File: config.mk
export PLATFORM = sky130hd
export DESIGN_NAME = atomic_rmw_unit
export DESIGN_NICKNAME = d
export VERILOG_FILES = /design/src/rtl/rmw_pkg.sv /design/src/rtl/rmw_ctrl.sv /design/src/rtl/rmw_dp.sv /design/src/rtl/atomic_rmw_unit.sv
export SDC_FILE = /design/constraint.sdc
export NUM_CORES = 1
export LEC_CHECK = 0
export BUFFER_PORTS_ARGS = -buffer_cell sky130_fd_sc_hd__buf_2
export CAP_MARGIN = 20
export CELL_PAD_IN_SITES_DETAIL_PLACEMENT = 0
export CELL_PAD_IN_SITES_GLOBAL_PLACEMENT = 2
export CORE_UTILIZATION = 30
export DETAILED_ROUTE_END_ITERATION = 8
export GPL_TIMING_DRIVEN = 0
export PLACE_DENSITY = 0.87
export SLEW_MARGIN = 20
export SYNTH_ARGS = -nofsm -noshare
export SYNTH_HDL_FRONTEND = slang
export SYNTH_SLANG_ARGS = --single-unit
File: constraint.sdc
create_clock -name clk -period 2.1 [get_ports clk]
set_input_delay 0.42 -clock clk [delete_from_list [all_inputs] [get_ports clk]]
set_output_delay 0.42 -clock clk [all_outputs]
set_load 0.02 [all_outputs]
File: src/rtl/rmw_pkg.sv
package rmw_pkg;

  typedef enum logic [2:0] {
    OP_XCH  = 3'd0,
    OP_SET  = 3'd1,
    OP_CLR  = 3'd2,
    OP_TGL  = 3'd3,
    OP_PUSH = 3'd4,
    OP_POP  = 3'd5
  } rmw_op_e;

  localparam logic [2:0] OP_LAST = 3'd5;

  typedef enum logic [2:0] {
    ST_IDLE,
    ST_READ,
    ST_WAIT,
    ST_WRITE,
    ST_DONE
  } rmw_state_e;

  // Control-to-datapath strobes
  typedef struct packed {
    logic load;     // latch operands at accepted start
    logic capture;  // latch memory read data
    logic memWe;    // write phase
    logic spDec;    // stack pointer minus one
    logic spInc;    // stack pointer plus one
    logic done;     // completion
    logic regWr;    // register write-back
  } rmw_strobe_t;

  function automatic logic [7:0] mergeByte(input rmw_op_e op, input logic [7:0] oldByte,
                                           input logic [7:0] operand);
    case (op)
      OP_SET:  mergeByte = oldByte | operand;
      OP_CLR:  mergeByte = oldByte & ~operand;
      OP_TGL:  mergeByte = oldByte ^ operand;
      default: mergeByte = operand;
    endcase
  endfunction

endpackage

File: src/rtl/rmw_ctrl.sv
module rmw_ctrl
  import rmw_pkg::*;
(
  input  logic        clk,
  input  logic        rst_n,
  input  logic        start,
  input  logic [2:0]  opCode,
  output rmw_strobe_t strb
);

  rmw_state_e state, stateNext;
  rmw_op_e    kind;
  logic       accept;

  assign accept = (state == ST_IDLE) && start && (opCode <= OP_LAST);

  always_ff @(posedge clk) begin
    if (!rst_n) begin
      state <= ST_IDLE;
      kind  <= OP_XCH;
    end else begin
      state <= stateNext;
      if (accept) kind <= rmw_op_e'(opCode);
    end
  end

  always_comb begin
    stateNext = state;
    strb      = '0;
    case (state)
      ST_IDLE: begin
        if (accept) begin
          strb.load = 1'b1;
          stateNext = (rmw_op_e'(opCode) == OP_PUSH) ? ST_WRITE : ST_READ;
        end
      end
      ST_READ: begin
        strb.spInc = (kind == OP_POP);
        stateNext  = ST_WAIT;
      end
      ST_WAIT: begin
        strb.capture = 1'b1;
        stateNext    = (kind == OP_POP) ? ST_DONE : ST_WRITE;
      end
      ST_WRITE: begin
        strb.memWe = 1'b1;
        strb.spDec = (kind == OP_PUSH);
        stateNext  = ST_DONE;
      end
      ST_DONE: begin
        strb.done  = 1'b1;
        strb.regWr = (kind != OP_PUSH);
        stateNext  = ST_IDLE;
      end
      default: stateNext = ST_IDLE;
    endcase
  end

  // completion is a single-cycle pulse
  assert_done_single_R9: assert property (@(posedge clk) disable iff (!rst_n)
    strb.done |=> !strb.done);

  // every write phase is followed directly by completion
  assert_write_then_done_R9: assert property (@(posedge clk) disable iff (!rst_n)
    strb.memWe |=> strb.done);

  // no new operation is accepted while the unit is busy
  assert_busy_no_load_R10: assert property (@(posedge clk) disable iff (!rst_n)
    (state != ST_IDLE) |=> !($past(strb.load) && strb.load));

endmodule

File: src/rtl/rmw_dp.sv
module rmw_dp
  import rmw_pkg::*;
#(
  parameter int              ADDR_W   = 16,
  parameter logic [ADDR_W-1:0] SP_RESET = 16'h00FF
) (
  input  logic              clk,
  input  logic              rst_n,
  input  rmw_strobe_t       strb,
  input  logic [2:0]        opCode,
  input  logic [7:0]        regIn,
  input  logic [ADDR_W-1:0] zPtr,
  input  logic [7:0]        memRdata,
  output logic [ADDR_W-1:0] memAddr,
  output logic [7:0]        memWdata,
  output logic [7:0]        regOut,
  output logic [ADDR_W-1:0] spOut
);

  localparam logic [ADDR_W-1:0] ONE = ADDR_W'(1);

  rmw_op_e           opReg;
  logic [7:0]        operand;
  logic [7:0]        oldByte;
  logic [ADDR_W-1:0] addrReg;
  logic [ADDR_W-1:0] spReg;
  logic [ADDR_W-1:0] addrPick;

  always_comb begin
    case (rmw_op_e'(opCode))
      OP_PUSH: addrPick = spReg;
      OP_POP:  addrPick = spReg + ONE;
      default: addrPick = zPtr;
    endcase
  end

  always_ff @(posedge clk) begin
    if (!rst_n) begin
      opReg   <= OP_XCH;
      operand <= '0;
      oldByte <= '0;
      addrReg <= '0;
      spReg   <= SP_RESET;
    end else begin
      if (strb.load) begin
        opReg   <= rmw_op_e'(opCode);
        operand <= regIn;
        addrReg <= addrPick;
      end
      if (strb.capture) oldByte <= memRdata;
      if (strb.spDec) spReg <= spReg - ONE;
      else if (strb.spInc) spReg <= spReg + ONE;
    end
  end

  assign memAddr  = addrReg;
  assign memWdata = mergeByte(opReg, oldByte, operand);
  assign regOut   = oldByte;
  assign spOut    = spReg;

  // latched address and operand hold for the whole operation
  assert_addr_held_R6: assert property (@(posedge clk) disable iff (!rst_n)
    !strb.load |=> ($stable(addrReg) && $stable(operand)));

  // push writes at the pointer value it then decrements
  assert_push_addr_R7: assert property (@(posedge clk) disable iff (!rst_n)
    strb.spDec |-> (addrReg == spReg));

  // pop reads at the pointer value it increments to
  assert_pop_addr_R8: assert property (@(posedge clk) disable iff (!rst_n)
    strb.spInc |-> (addrReg == spReg + ONE));

  // stack pointer moves only on push or pop strobes
  assert_sp_stable_R6: assert property (@(posedge clk) disable iff (!rst_n)
    !(strb.spDec || strb.spInc) |=> $stable(spReg));

endmodule

File: src/rtl/atomic_rmw_unit.sv
module atomic_rmw_unit
  import rmw_pkg::*;
#(
  parameter int                ADDR_W   = 16,
  parameter logic [ADDR_W-1:0] SP_RESET = 16'h00FF
) (
  input  logic              clk,
  input  logic              rst_n,
  input  logic              start,
  input  logic [2:0]        opCode,
  input  logic [7:0]        regIn,
  input  logic [ADDR_W-1:0] zPtr,
  input  logic [7:0]        memRdata,
  output logic [ADDR_W-1:0] memAddr,
  output logic [7:0]        memWdata,
  output logic              memWe,
  output logic [7:0]        regOut,
  output logic              regWrite,
  output logic              done,
  output logic [ADDR_W-1:0] spOut
);

  rmw_strobe_t strb;

  rmw_ctrl u_ctrl (
    .clk    (clk),
    .rst_n  (rst_n),
    .start  (start),
    .opCode (opCode),
    .strb   (strb)
  );

  rmw_dp #(.ADDR_W(ADDR_W), .SP_RESET(SP_RESET)) u_dp (
    .clk      (clk),
    .rst_n    (rst_n),
    .strb     (strb),
    .opCode   (opCode),
    .regIn    (regIn),
    .zPtr     (zPtr),
    .memRdata (memRdata),
    .memAddr  (memAddr),
    .memWdata (memWdata),
    .regOut   (regOut),
    .spOut    (spOut)
  );

  assign memWe    = strb.memWe;
  assign done     = strb.done;
  assign regWrite = strb.regWr;

  // register write-back only with completion
  assert_regwr_with_done_R9: assert property (@(posedge clk) disable iff (!rst_n)
    regWrite |-> done);

endmodule

==> impl_results.md <==
* Status: completed
* CP startpoint: u_dp.opReg[0]$_SDFFE_PN0P_
* CP max FO at 10
* Detailed Route Iter0 Violations at 252
* H-tree depth at 3
* Critical Path AT at 1590 ps
* Pwr Density at 733 mW/mm2
* Synth top area share at 32.2%
* Cell taking the most area after synthesis: dfxtp_1
* Reg-to-reg startpoint: u_dp.spOut[4]$_SDFFE_PN1P_
* Antenna Violating Nets Remaining at 0
* Gate Count Post-Synth at 466
* Max-Cap Viols at 0
* DRT Pass-1 Iters at 5
* First-pass GRT wire length at 18,300 um
* Static Leak at 0.00189 uW
* Worst setup EP type: output port
* Initial Util at 30.9%
* Post-synth EDFFs at 0
* Layout cell share with drive strength beyond 1 at 24.2%
* Finished Layout Cells at 710
* Worst skew pair latency at 330 ps
* Clock Path Buffers at 2
* CTS root buf: clkbuf_16
* Prevailing post-synth register cell: dfxtp_1
* Worst endpoint required time at 1680 ps
* CP delay by family, top: flip-flops
* Fillers at 1,214
* Critical Path Source Type: register
* IO Pins at 89
* Max Slew Vio Count at 0
* Area of the multi-input gates at 0.00217 mm2
* Total Routing Usage GR at 18.9%
* CP Class: reg -> out
* Slew @ Worst Pin at 608 ps
* Row Count at 39
* DIE HEIGHT at 111 um
* Warnings, synthesis at 0
* Yosys cell types at 54
* Routed WL at 11,600 um
* FFs w/ async S/R, synth at 0%
* CTS tree: yes
* Via count at 3,712
* Critical-path top delay cell: dfxtp_2
* Setup WS pre-CTS at -257 ps
* DP Wirelength at 8610 um
* Pwr Total at 3310 uW
* Crit path cell chain: nor2b_1 -> clkbuf_2 -> a22oi_1 -> o21ai_1 -> buf_2
* Normalized max-slew margin at 59.4%
* Crit path time final at 2010 ps
* Die width at 111 um
* Hold_ws at 317 ps
* Yosys reg bits at 57
* Largest net degree at the start of global routing at 11
* Ant. Diodes at 0
* Placer Congestion at 0.856
* Setup slack after layout at 93.9 ps
* Worst clock skew at 5.70 ps
* Peak VDD IR at 0.423 mV
* Avg Inst Size Synth at 7.60 um2
* Final hold violations at 0
* Initial antenna violation count at 0
* Core area at 0.0115 mm2
* Cts bufs inserted at 9
* R2r setup slk at 110 ps
* Clk slew on worst S/H paths at 50 ps
* Nets at 618
* Total grt overflow at 0
* # clock sinks at 57
* Vias per cell at 5.23
* R2r endpoint: u_dp.spOut[12]$_SDFFE_PN0P_
* Setup violations, final at 0
* Die area at 0.0123 mm2
* Ranking of synthesized cells by area: dfxtp_1 (32%), ha_1 (6.4%), nand2_1 (5.8%), a21oi_1 (4.8%), nor2_1 (4.7%)
* Hold Path Class: in -> reg
* Port Buffer Count at 86
* Fin crit share at 95.5%
* Syn Std Cell Area at 0.00354 mm2
* Post-CTS Hold Fix Bufs at 0
* WL/cell at 16.4 um
* DRC violations left at 0
* Vias in the first global route at 3,551
* RSZ-0062 raised after global routing: false
* Reg2Reg Depth at 6
* Syn Nets at 522
* Max Freq at 498 MHz
* CP Depth at 5
* Seq/Total Area, Yosys at 32.2%
* Dpl cells at 695
* Area delta synth->final at 27.4%
* Biggest cell delay along the critical path at 460 ps
* CP endpoint: memWdata[7]
* CP Buf/Inv Count at 2
* Sequential cell area at 0.00115 mm2
-- metal layers --
layer / share of wire, % / wire [um] / vias up / track usage [%]
li1: - / - / 1842 / -
met4: 0.96 / 112 / 0 / 4.89
met5: 0 / 0 / - / 0
met2: 50 / 5820 / 102 / 33.7
met1: 45 / 5240 / 1756 / 23.3
met3: 3.9 / 450 / 12 / 3.44
-- worst min path at each step --
stage / startpoint / to / slack (ps) / cells past startpoint
2_1_floorplan: u_dp.operand[7]$_SDFFE_PN0P_ / u_dp.operand[7]$_SDFFE_PN0P_ / 450 / 2
3_3_place_gp: u_dp.memAddr[0]$_SDFFE_PN0P_ / u_dp.memAddr[0]$_SDFFE_PN0P_ / 450 / 2
3_5_place_dp: u_dp.memAddr[1]$_SDFFE_PN0P_ / u_dp.memAddr[1]$_SDFFE_PN0P_ / 450 / 2
4_1_cts: memRdata[2] / u_dp.regOut[2]$_SDFFE_PN0N_ / 310 / 3
5_1_grt: memRdata[2] / u_dp.regOut[2]$_SDFFE_PN0N_ / 320 / 3
6_report: memRdata[2] / u_dp.regOut[2]$_SDFFE_PN0N_ / 320 / 3
-- tightest hold or removal path: stages --
cell and delay (ps):
buf_2 70, a21oi_1 50, nor2_1 70
-- power by group --
part / leakage [uW] / internal [uW] / switching, uW
Sequential: 0.000468 / 1160 / 57.6
Combinational: 0.00128 / 233 / 401
Clock: 0.000144 / 947 / 514
Total: 0.00189 / 2340 / 972
-- registers in the layout, indices dropped and copies added (netlist names) --
signal and count:
u_ctrl.kind 3, u_ctrl.state 3, u_dp.memAddr 16, u_dp.opReg 3
u_dp.operand 8, u_dp.regOut 8, u_dp.spOut 16
-- area by class of cell --
type                    instances  area share, %
multi-input cells             342           48.0
flip-flops and latches         57           25.5
repair buffers                 87           9.70
clock buffers                  13           5.54
plain buffers                  35           3.96
well taps                     143           3.96
inverters                      30           2.49
clock inverters                 3          0.887
-- stage by stage --
step / TNS [ps] / area (um2) / utilization, %
after floorplan: 0 / 3540 / -
after global placement: -1830 / 4150 / 36.2
after detailed placement: -1540 / 4150 / 36.2
after CTS: 0 / 4480 / 39.0
after global routing: 0 / 4520 / 39.4
final: 0 / 4520 / 39.4
-- cells by family (layout without fill, tap and decap cells) --
family                   Yosys count  count (layout)  synth area share (%)
adder cells (fa/ha/maj)           18              18                  6.36
buffers and inverters             67             168                  7.56
multiplexers                      10              10                  2.86
flip-flops                        57              57                  32.2
AND/OR/NAND/NOR                  188             188                  26.3
XOR/XNOR                          19              19                  4.70
AO/OA/AOI/OAI                    107             107                  20.0
-- cells in the final DEF, fill, tap and decap left out, types with 12 or more instances in the layout --
| cell type | count |
|---|---|
| a21oi_1 | 34 |
| inv_1 | 30 |
| o21ai_0 | 12 |
| xor2_1 | 14 |
| nand4_1 | 12 |
| dfxtp_1 | 49 |
| nor2_1 | 44 |
| nand2_1 | 55 |
| nand3_1 | 23 |
| ha_1 | 18 |
| buf_2 | 95 |
| clkbuf_1 | 17 |
-- synth_stat cells, types with 7 or more instances --
master	instances
nor3_1	7
nand3_1	23
dfxtp_1	57
a21oi_1	34
nor2_1	44
clkbuf_1	22
inv_1	30
o21ai_0	19
nand2_1	55
a2bb2oi_1	8
o211ai_1	7
nor4_1	8
nand4_1	12
nand2b_1	8
ha_1	18
xor2_1	14
buf_2	10
a22oi_1	11
mux2i_1	9
-- what timing repair did --
item,in CTS,in global routing
pin swaps,1,2
resized for setup,11,28
setup buffers,1,0
setup endpoints to repair,19,21
Note: power is estimated with default switching activity, not from simulation.
